**src/rtl/lw_sram_pkg.sv**
```systemverilog
package lw_sram_pkg;
   // Decoded command class held in the input register stage
   typedef enum logic [1:0] {
      OP_NONE  = 2'd0,
      OP_READ  = 2'd1,
      OP_WRITE = 2'd2
   } op_e;
endpackage

```
**src/rtl/lw_sram_cmd.sv**
```systemverilog
// Input register stage: command decode, address and lane-mask capture,
// read-to-write turnaround detection.
module lw_sram_cmd
   import lw_sram_pkg::*;
#(
   parameter int LANES = 2,
   parameter int AW    = 8
) (
   input  logic             clk,
   input  logic             rst_n,
   input  logic             sel_n,
   input  logic             wr_n,
   input  logic             sleep,
   input  logic [AW-1:0]    addr,
   input  logic [LANES-1:0] lane_we_n,
   output op_e              op_q,
   output logic [AW-1:0]    addr_q,
   output logic [LANES-1:0] mask_q,
   output logic             turn_err
);
   op_e op_d;

   always_comb begin
      if (sel_n || sleep) op_d = OP_NONE;
      else if (!wr_n)     op_d = OP_WRITE;
      else                op_d = OP_READ;
   end

   always_ff @(posedge clk or negedge rst_n) begin
      if (!rst_n) begin
         op_q     <= OP_NONE;
         addr_q   <= '0;
         mask_q   <= '0;
         turn_err <= 1'b0;
      end else begin
         op_q     <= op_d;
         turn_err <= (op_d == OP_WRITE) && (op_q == OP_READ);
         if (op_d != OP_NONE) begin
            addr_q <= addr;
            mask_q <= ~lane_we_n;
         end
      end
   end
endmodule

```
**src/rtl/lw_sram_wstage.sv**
```systemverilog
// Late-write data stage: samples write data one edge after the command
// and holds it as the pending write until the array commit.
module lw_sram_wstage
   import lw_sram_pkg::*;
#(
   parameter int LANES  = 2,
   parameter int LANE_W = 9,
   parameter int AW     = 8,
   parameter int W      = LANES * LANE_W
) (
   input  logic             clk,
   input  logic             rst_n,
   input  op_e              op_q,
   input  logic [AW-1:0]    addr_q,
   input  logic [LANES-1:0] mask_q,
   input  logic [W-1:0]     wdata,
   output logic             pend_vld,
   output logic [AW-1:0]    pend_addr,
   output logic [LANES-1:0] pend_mask,
   output logic [W-1:0]     pend_data
);
   always_ff @(posedge clk or negedge rst_n) begin
      if (!rst_n) begin
         pend_vld  <= 1'b0;
         pend_addr <= '0;
         pend_mask <= '0;
         pend_data <= '0;
      end else begin
         pend_vld <= (op_q == OP_WRITE);
         if (op_q == OP_WRITE) begin
            pend_addr <= addr_q;
            pend_mask <= mask_q;
            pend_data <= wdata;
         end
      end
   end
endmodule

```
**src/rtl/lw_sram_array.sv**
```systemverilog
// Storage: one inferred memory per lane, lane-masked write, unregistered read.
module lw_sram_array #(
   parameter int LANES  = 2,
   parameter int LANE_W = 9,
   parameter int DEPTH  = 256,
   parameter int AW     = $clog2(DEPTH),
   parameter int W      = LANES * LANE_W
) (
   input  logic             clk,
   input  logic             we,
   input  logic [AW-1:0]    waddr,
   input  logic [LANES-1:0] wmask,
   input  logic [W-1:0]     wdata,
   input  logic [AW-1:0]    raddr,
   output logic [W-1:0]     rdata
);
   for (genvar l = 0; l < LANES; l++) begin : g_lane
      logic [LANE_W-1:0] mem [DEPTH];

      always_ff @(posedge clk) begin
         if (we && wmask[l]) mem[waddr] <= wdata[l*LANE_W +: LANE_W];
      end

      assign rdata[l*LANE_W +: LANE_W] = mem[raddr];
   end
endmodule

```
**src/rtl/lw_sram_rstage.sv**
```systemverilog
// Output register stage: per-lane bypass of the pending write, read
// data register and the unclocked drive-enable gate.
module lw_sram_rstage
   import lw_sram_pkg::*;
#(
   parameter int LANES  = 2,
   parameter int LANE_W = 9,
   parameter int AW     = 8,
   parameter int W      = LANES * LANE_W
) (
   input  logic             clk,
   input  logic             rst_n,
   input  op_e              op_q,
   input  logic [AW-1:0]    addr_q,
   input  logic [W-1:0]     mem_rdata,
   input  logic             pend_vld,
   input  logic [AW-1:0]    pend_addr,
   input  logic [LANES-1:0] pend_mask,
   input  logic [W-1:0]     pend_data,
   input  logic             oe_n,
   output logic [W-1:0]     rdata,
   output logic             rdata_oe
);
   logic         hit;
   logic [W-1:0] merged;
   logic         rd_vld;

   assign hit = pend_vld && (pend_addr == addr_q);

   for (genvar l = 0; l < LANES; l++) begin : g_merge
      assign merged[l*LANE_W +: LANE_W] = (hit && pend_mask[l])
                                        ? pend_data[l*LANE_W +: LANE_W]
                                        : mem_rdata[l*LANE_W +: LANE_W];
   end

   always_ff @(posedge clk or negedge rst_n) begin
      if (!rst_n) begin
         rd_vld <= 1'b0;
         rdata  <= '0;
      end else begin
         rd_vld <= (op_q == OP_READ);
         if (op_q == OP_READ) rdata <= merged;
      end
   end

   assign rdata_oe = rd_vld && !oe_n;
endmodule

```
**src/rtl/lw_sram.sv**
```systemverilog
// Late-write registered synchronous SRAM, top level.
module lw_sram
   import lw_sram_pkg::*;
#(
   parameter int LANES  = 2,
   parameter int LANE_W = 9,
   parameter int DEPTH  = 256,
   parameter int AW     = $clog2(DEPTH),
   parameter int W      = LANES * LANE_W
) (
   input  logic             clk,
   input  logic             rst_n,
   input  logic             sel_n,
   input  logic             wr_n,
   input  logic [LANES-1:0] lane_we_n,
   input  logic [AW-1:0]    addr,
   input  logic [W-1:0]     wdata,
   input  logic             sleep,
   input  logic             oe_n,
   output logic [W-1:0]     rdata,
   output logic             rdata_oe,
   output logic             turn_err
);
   // Elaboration-time parameter checks
   if (LANES < 1 || LANES > 8) begin : g_bad_lanes
      $error("lw_sram: LANES must be 1..8");
   end
   if (LANE_W != 9) begin : g_bad_lane_w
      $error("lw_sram: lanes are 9 bits wide");
   end
   if (DEPTH < 2 || (1 << AW) != DEPTH) begin : g_bad_depth
      $error("lw_sram: DEPTH must be a power of two, at least 2");
   end
   if (W != LANES * LANE_W) begin : g_bad_w
      $error("lw_sram: W must equal LANES*LANE_W");
   end

   op_e              op_q;
   logic [AW-1:0]    addr_q;
   logic [LANES-1:0] mask_q;
   logic             pend_vld;
   logic [AW-1:0]    pend_addr;
   logic [LANES-1:0] pend_mask;
   logic [W-1:0]     pend_data;
   logic [W-1:0]     mem_rdata;

   lw_sram_cmd #(.LANES(LANES), .AW(AW)) u_cmd (
      .clk       (clk),
      .rst_n     (rst_n),
      .sel_n     (sel_n),
      .wr_n      (wr_n),
      .sleep     (sleep),
      .addr      (addr),
      .lane_we_n (lane_we_n),
      .op_q      (op_q),
      .addr_q    (addr_q),
      .mask_q    (mask_q),
      .turn_err  (turn_err)
   );

   lw_sram_wstage #(.LANES(LANES), .LANE_W(LANE_W), .AW(AW), .W(W)) u_wstage (
      .clk       (clk),
      .rst_n     (rst_n),
      .op_q      (op_q),
      .addr_q    (addr_q),
      .mask_q    (mask_q),
      .wdata     (wdata),
      .pend_vld  (pend_vld),
      .pend_addr (pend_addr),
      .pend_mask (pend_mask),
      .pend_data (pend_data)
   );

   lw_sram_array #(.LANES(LANES), .LANE_W(LANE_W), .DEPTH(DEPTH), .AW(AW), .W(W)) u_array (
      .clk   (clk),
      .we    (pend_vld),
      .waddr (pend_addr),
      .wmask (pend_mask),
      .wdata (pend_data),
      .raddr (addr_q),
      .rdata (mem_rdata)
   );

   lw_sram_rstage #(.LANES(LANES), .LANE_W(LANE_W), .AW(AW), .W(W)) u_rstage (
      .clk       (clk),
      .rst_n     (rst_n),
      .op_q      (op_q),
      .addr_q    (addr_q),
      .mem_rdata (mem_rdata),
      .pend_vld  (pend_vld),
      .pend_addr (pend_addr),
      .pend_mask (pend_mask),
      .pend_data (pend_data),
      .oe_n      (oe_n),
      .rdata     (rdata),
      .rdata_oe  (rdata_oe)
   );
endmodule

```
**config.mk**
```make
export PLATFORM = sky130hd
export DESIGN_NAME = lw_sram
export DESIGN_NICKNAME = d
export VERILOG_FILES = /design/src/rtl/lw_sram_pkg.sv /design/src/rtl/lw_sram_cmd.sv /design/src/rtl/lw_sram_wstage.sv /design/src/rtl/lw_sram_array.sv /design/src/rtl/lw_sram_rstage.sv /design/src/rtl/lw_sram.sv
export SDC_FILE = /design/constraint.sdc
export NUM_CORES = 2
export LEC_CHECK = 0
export ABC_CLOCK_PERIOD_IN_PS = 8800
export BUFFER_PORTS_ARGS = -buffer_cell sky130_fd_sc_hd__clkbuf_2
export CAP_MARGIN = 20
export CORE_ASPECT_RATIO = 1.4
export CORE_UTILIZATION = 40
export CTS_CLUSTER_DIAMETER = 40
export DETAILED_ROUTE_END_ITERATION = 6
export HOLD_SLACK_MARGIN = 0.05
export PLACE_DENSITY = 0.55
export SLEW_MARGIN = 30
export SYNTH_ARGS = -nofsm -noshare
export SYNTH_HDL_FRONTEND = slang
export SYNTH_HIERARCHICAL = 1
export SYNTH_MEMORY_MAX_BITS = 65536
export SYNTH_SLANG_ARGS = --single-unit
```
**constraint.sdc**
```tcl
create_clock -name clk -period 8.8 [get_ports clk]
set_clock_uncertainty 0.1 [all_clocks]
set_input_delay 1.76 -clock clk [delete_from_list [all_inputs] [get_ports clk]]
set_output_delay 1.76 -clock clk [all_outputs]
set_load 0.05 [all_outputs]
```
# ---- Word level (Yosys, flattened, before mapping)
# Memories as Yosys holds them, arrays and structs flattened. A register that Yosys moved wholly into a read port is not among the register bits.
# Index checks and enable logic that the tools add are counted.
dict set report totals {
  in_bits 34
  wordCells 30
  mem_bits_rw 4608
  n_memories 2
  output_inout_bits 20
  register_bits 43
}
dict set report op_classes {
  n_reduce_logical 9
  eq_ne 3
  n_mux 6
  n_bitwise 1
}
# name words word_bits rd rd_clocked_by_memory_dff write_ports line
set mem_list {}
lappend mem_list {{u_array.g_lane[0].mem} 256 9 1 1 1 lw_sram_array.sv:18} ;# logic [LANE_W-1:0] mem [DEPTH];
lappend mem_list {{u_array.g_lane[1].mem} 256 9 1 1 1 lw_sram_array.sv:18}
# operator count
set op_table {}
lappend op_table {{$eq 2x2->1 const B} 2}
lappend op_table {{$logic_and 1x1->1} 4}
lappend op_table {{$mux 1} 4}
lappend op_table {{$mux 2} 2}
lappend op_table {{$logic_not 1->1} 3}
lappend op_table {{$eq 2x1->1 const B} 1}
lappend op_table {{$not 2->2} 1}
lappend op_table {{$reduce_bool 2->1} 1}
lappend op_table {{$logic_or 1x1->1} 1}

# ---- Logic depth before layout (Yosys ltp)
dict set report depth {
  ltp_word 4
  mapped_depth 14
  ltp_nobuf 8
}

# ---- Hierarchy
# Netlist, hierarchy kept.
# mod area_each_um2 seq_area_each_um2 cells_per_inst n_inst
set by_module_without_submodules {}
lappend by_module_without_submodules {lw_sram_array 179345.8 138372.7 8493 1}
lappend by_module_without_submodules {lw_sram_rstage 1397.6 475.5 167 1}
lappend by_module_without_submodules {lw_sram_wstage 1119.8 725.7 62 1}
lappend by_module_without_submodules {lw_sram_cmd 474.2 325.3 30 1}

# ---- Worst setup path after synthesis
# Ideal clock, no wire load.
dict set report synth_path {
  path_kind {input-to-output}
  start {input oe_n}
  end {output rdata_oe}
  n_path_buf 0
  arrival_ns 2.449
  required_time_ns 6.940
  setup_slack_ns 4.491
  path_stages 1
  cell_sequence {nor2b_1}
}
dict set report synth_between {
  elab_chain_len 2
}
# item line
set synth_lines {}
lappend synth_lines {{from (decl)} lw_sram.sv:19} ;# input logic oe_n,
lappend synth_lines {{$logic_not 1->1} lw_sram_rstage.sv:46} ;# assign rdata_oe = rd_vld && !oe_n;
lappend synth_lines {{$logic_and 1x1->1} lw_sram_rstage.sv:46}
lappend synth_lines {{to (decl)} lw_sram.sv:21} ;# output logic rdata_oe,
# No other way between the ends.

==> impl_metrics.csv <==
group,metric,value,unit
status,status,"finished, violations left",
status,violations,"DRC",
synthesis,synth_cell_types,75,
global_route,grt_max_degree,198,
cts,cts-resized-gates,0,
timing,slew_headroom,0.246,
finish,multi_input_comb_area,0.0397,mm²
worst_setup_path,crit_type,"flip-flop to flip-flop",
worst_setup_path,cp-startpoint,"u_cmd/addr_q[2]",
die,die_x,573,µm
worst_setup_path,end_kind,"flip-flop",
finish,regArea,0.140,mm²
power,vdd.ir_drop.worst,195,µV
worst_setup_path,rr_startpoint,"u_cmd/addr_q[2]",
global_route,overflow,0,
timing,tns,0,ns
cts,hold_buffers,0,
power,p_leak,63.9,nW
synthesis,syn_avg_cell_area,20.8,µm²
synthesis,yosysMostFrequentCell,"edfxtp_1",
synthesis,synth_cells,8752,
route,firstDrtPassIters,7,
power,combPwrFrac,0.134,
cts,clock-sinks,4669,
route,ant_nets,0,
worst_setup_path,crit_fanout,62,
route,viasPerCell,5.90,
power,intPower,0.0403,W
timing,slew_viol_final,0,
synthesis,synthTopCellsByCount,"edfxtp_1, mux4_2, mux2i_1, nor2_1, o221ai_1",
route,routedWlPerCell,32.6,µm
power,p_per_area,265,mW/mm²
synthesis,syn_nets,8786,
cts,cts_buffer_depth,4,
worst_setup_path,cp-start-kind,"flip-flop",
placement,place.detailed.hpwl,300000,µm
worst_setup_path,crit_required,9.54,ns
power,p_sw,0.0145,W
finish,nFillCells,37906,
die,core,0.454,mm²
placement,port_buffers,53,
route,drt_wl_total,502000,µm
min_path,hp-class,"flip-flop to flip-flop",
job,max_cap_viol_count,0,
cts,root_buffer,"clkbuf_16",
finish,fin_nets,8952,
die,dieArea,0.459,mm²
finish,area_growth,13.1,%
global_route,grt_antenna_before_repair,17,
cts,clock_latency,1.00,ns
route,remaining_drc_errors,8,
power,p_sw_frac,0.264,
timing,worstMarginPinSlew,1.13,ns
timing,hold_viol,0,
finish,drive_gt1_frac,0.241,
min_path,hold_path.startpoint,"u_rstage/rdata[0]",
die,std_cell_rows,293,
cts,h-tree-depth,5,
synthesis,synthArstFlopShare,0.0131,
synthesis,synthesis.area,0.182,mm²
synthesis,synth_area_leader_cell,"edfxtp_1",
cts,cts_tree,"built",
cts,clk_pin_slew,0.06,ns
synthesis,synth_edf_count,4608,
timing,fmax,196,MHz
placement,gp_congestion,0.847,
synthesis,ys.flop_type,"edfxtp_1",
worst_setup_path,critical_path_arrival,5.84,ns
route,vias,90713,
timing,holdWs,0.460,ns
finish,fin_util,0.454,
synthesis,yosys_warnings,6,
global_route,track_usage,0.216,
synthesis,synthTopCellsByArea,"edfxtp_1, mux4_2, mux2i_1",
timing,rsz0062_at_grt,"false",
timing,finalCritPeriodShare,0.580,
synthesis,synth_seq_area_share,0.767,
power,clkPwrFrac,0.388,
cts,postCtsSetupRepairBufs,0,
timing,setup_viol,0,
cts,numCtsBuffers,488,
timing,period_minus_slack,5.11,ns
route,first_iter_violations,8955,
synthesis,synth-seq-cells,4669,
die,die_h,801,µm
synthesis,yosys.area.top_type_share,0.759,
power,p_seq_frac,0.478,
die,start_util,0.401,
global_route,grt_pass1_wl,709000,µm
global_route,grt_pass1_vias,92256,
die,ios,54,
==> power by group through the flow <==
stage / Sequential, W / Combinational, W / Clock (W)
global route: 0.0262 / 0.00762 / 0.0224
finish: 0.0262 / 0.00735 / 0.0212
detailed placement: 0.0267 / 0.00728 / 0
floorplan: 0.0273 / 0.00370 / 0
global placement: 0.0267 / 0.00711 / 0
CTS: 0.0262 / 0.00729 / 0.0216
==> worst paths after layout <==
path | depth (start not counted) | end | slack [ns]
hold / removal | 2 | u_rstage/rdata[0] | 0.46
setup / recovery | 10 | u_rstage/rdata[1] | 3.69
max in group asynchronous | 2 | u_wstage/pend_data[15] | 6.78
setup reg to reg | 10 | u_rstage/rdata[1] | 3.69
min in group asynchronous | 1 | u_wstage/pend_data[4] | 0.69
hold reg to reg | 2 | u_rstage/rdata[0] | 0.46
==> cells in the final DEF (no fill, tap or decap), types with 40 or more instances in the layout <==
master,instances
edfxtp_1,4608
mux4_2,896
mux2i_1,654
clkbuf_16,492
nor2_1,400
o221ai_1,314
nor2_2,155
a21oi_1,143
o22ai_1,142
buf_4,128
nor3_1,115
nand2_1,97
clkinv_1,72
mux2_2,70
bufinv_16,68
nand3_1,68
clkinv_2,66
clkbuf_2,52
clkbuf_1,50
clkinvlp_4,50
inv_6,41
a211oi_1,41
clkinv_4,40
o21ai_0,40
==> routing by layer <==
layer  wire length [µm]  track usage
met1             191000        0.272
met2             260000        0.374
met3              29200       0.0321
met4              21600       0.0881
met5                 33            0
==> sequential cells by signal (all words and copies together) (netlist names) <==
signal and count:
u_array/g_lane.mem 4608, u_rstage/rdata 18, u_wstage/pend_data 18, u_cmd/addr_q 8
u_wstage/pend_addr 8, u_cmd/mask_q 2, u_cmd/op_q 2, u_wstage/pend_mask 2
u_cmd/turn_err 1, u_rstage/rd_vld 1, u_wstage/pend_vld 1
==> critical path, stage by stage (launching register included) <==
cell      delay (ns)
dfrtp_4         0.72
buf_4           0.44
or2_4           0.67
buf_4           0.79
o221ai_1        0.44
a21oi_1         0.55
o31ai_1         0.22
o32ai_2         0.49
nor4_1          0.16
o41ai_1         0.13
a31oi_1         0.15
==> stage by stage <==
stage	cell area (µm²)	power, W	cells	setup WS [ns]
finish	206000	0.0547	15385	3.69
global route	206000	0.0562	15380	3.59
detailed placement	189000	0.0340	14467	3.64
CTS	206000	0.0551	15371	3.60
floorplan	182000	0.0310	8752	4.49
global placement	189000	0.0338	14460	3.32
==> area by class of cell <==
cell class	instances	area share
Multi-Input combinational cell	3514	0.193
Inverter	9	0.000231
Clock inverter	357	0.0195
Sequential cell	4669	0.679
Antenna cell	6	0.0000728
Tap cell	6047	0.0367
Timing Repair Buffer	236	0.0113
Clock buffer	547	0.0609
==> kinds of logic (layout without fill, tap and decap cells) <==
group | after synthesis | in the layout | share of synthesized area
flops | 4669 | 4669 | 0.767
mux | 1644 | 1644 | 0.154
simple gates | 997 | 997 | 0.0240
compound gates | 866 | 866 | 0.0353
buf+inv | 569 | 1149 | 0.0192
xor+xnor | 7 | 7 | 0.000419
other cells | 0 | 6 | 0
No activity file was read; power rests on OpenSTA's default activity.
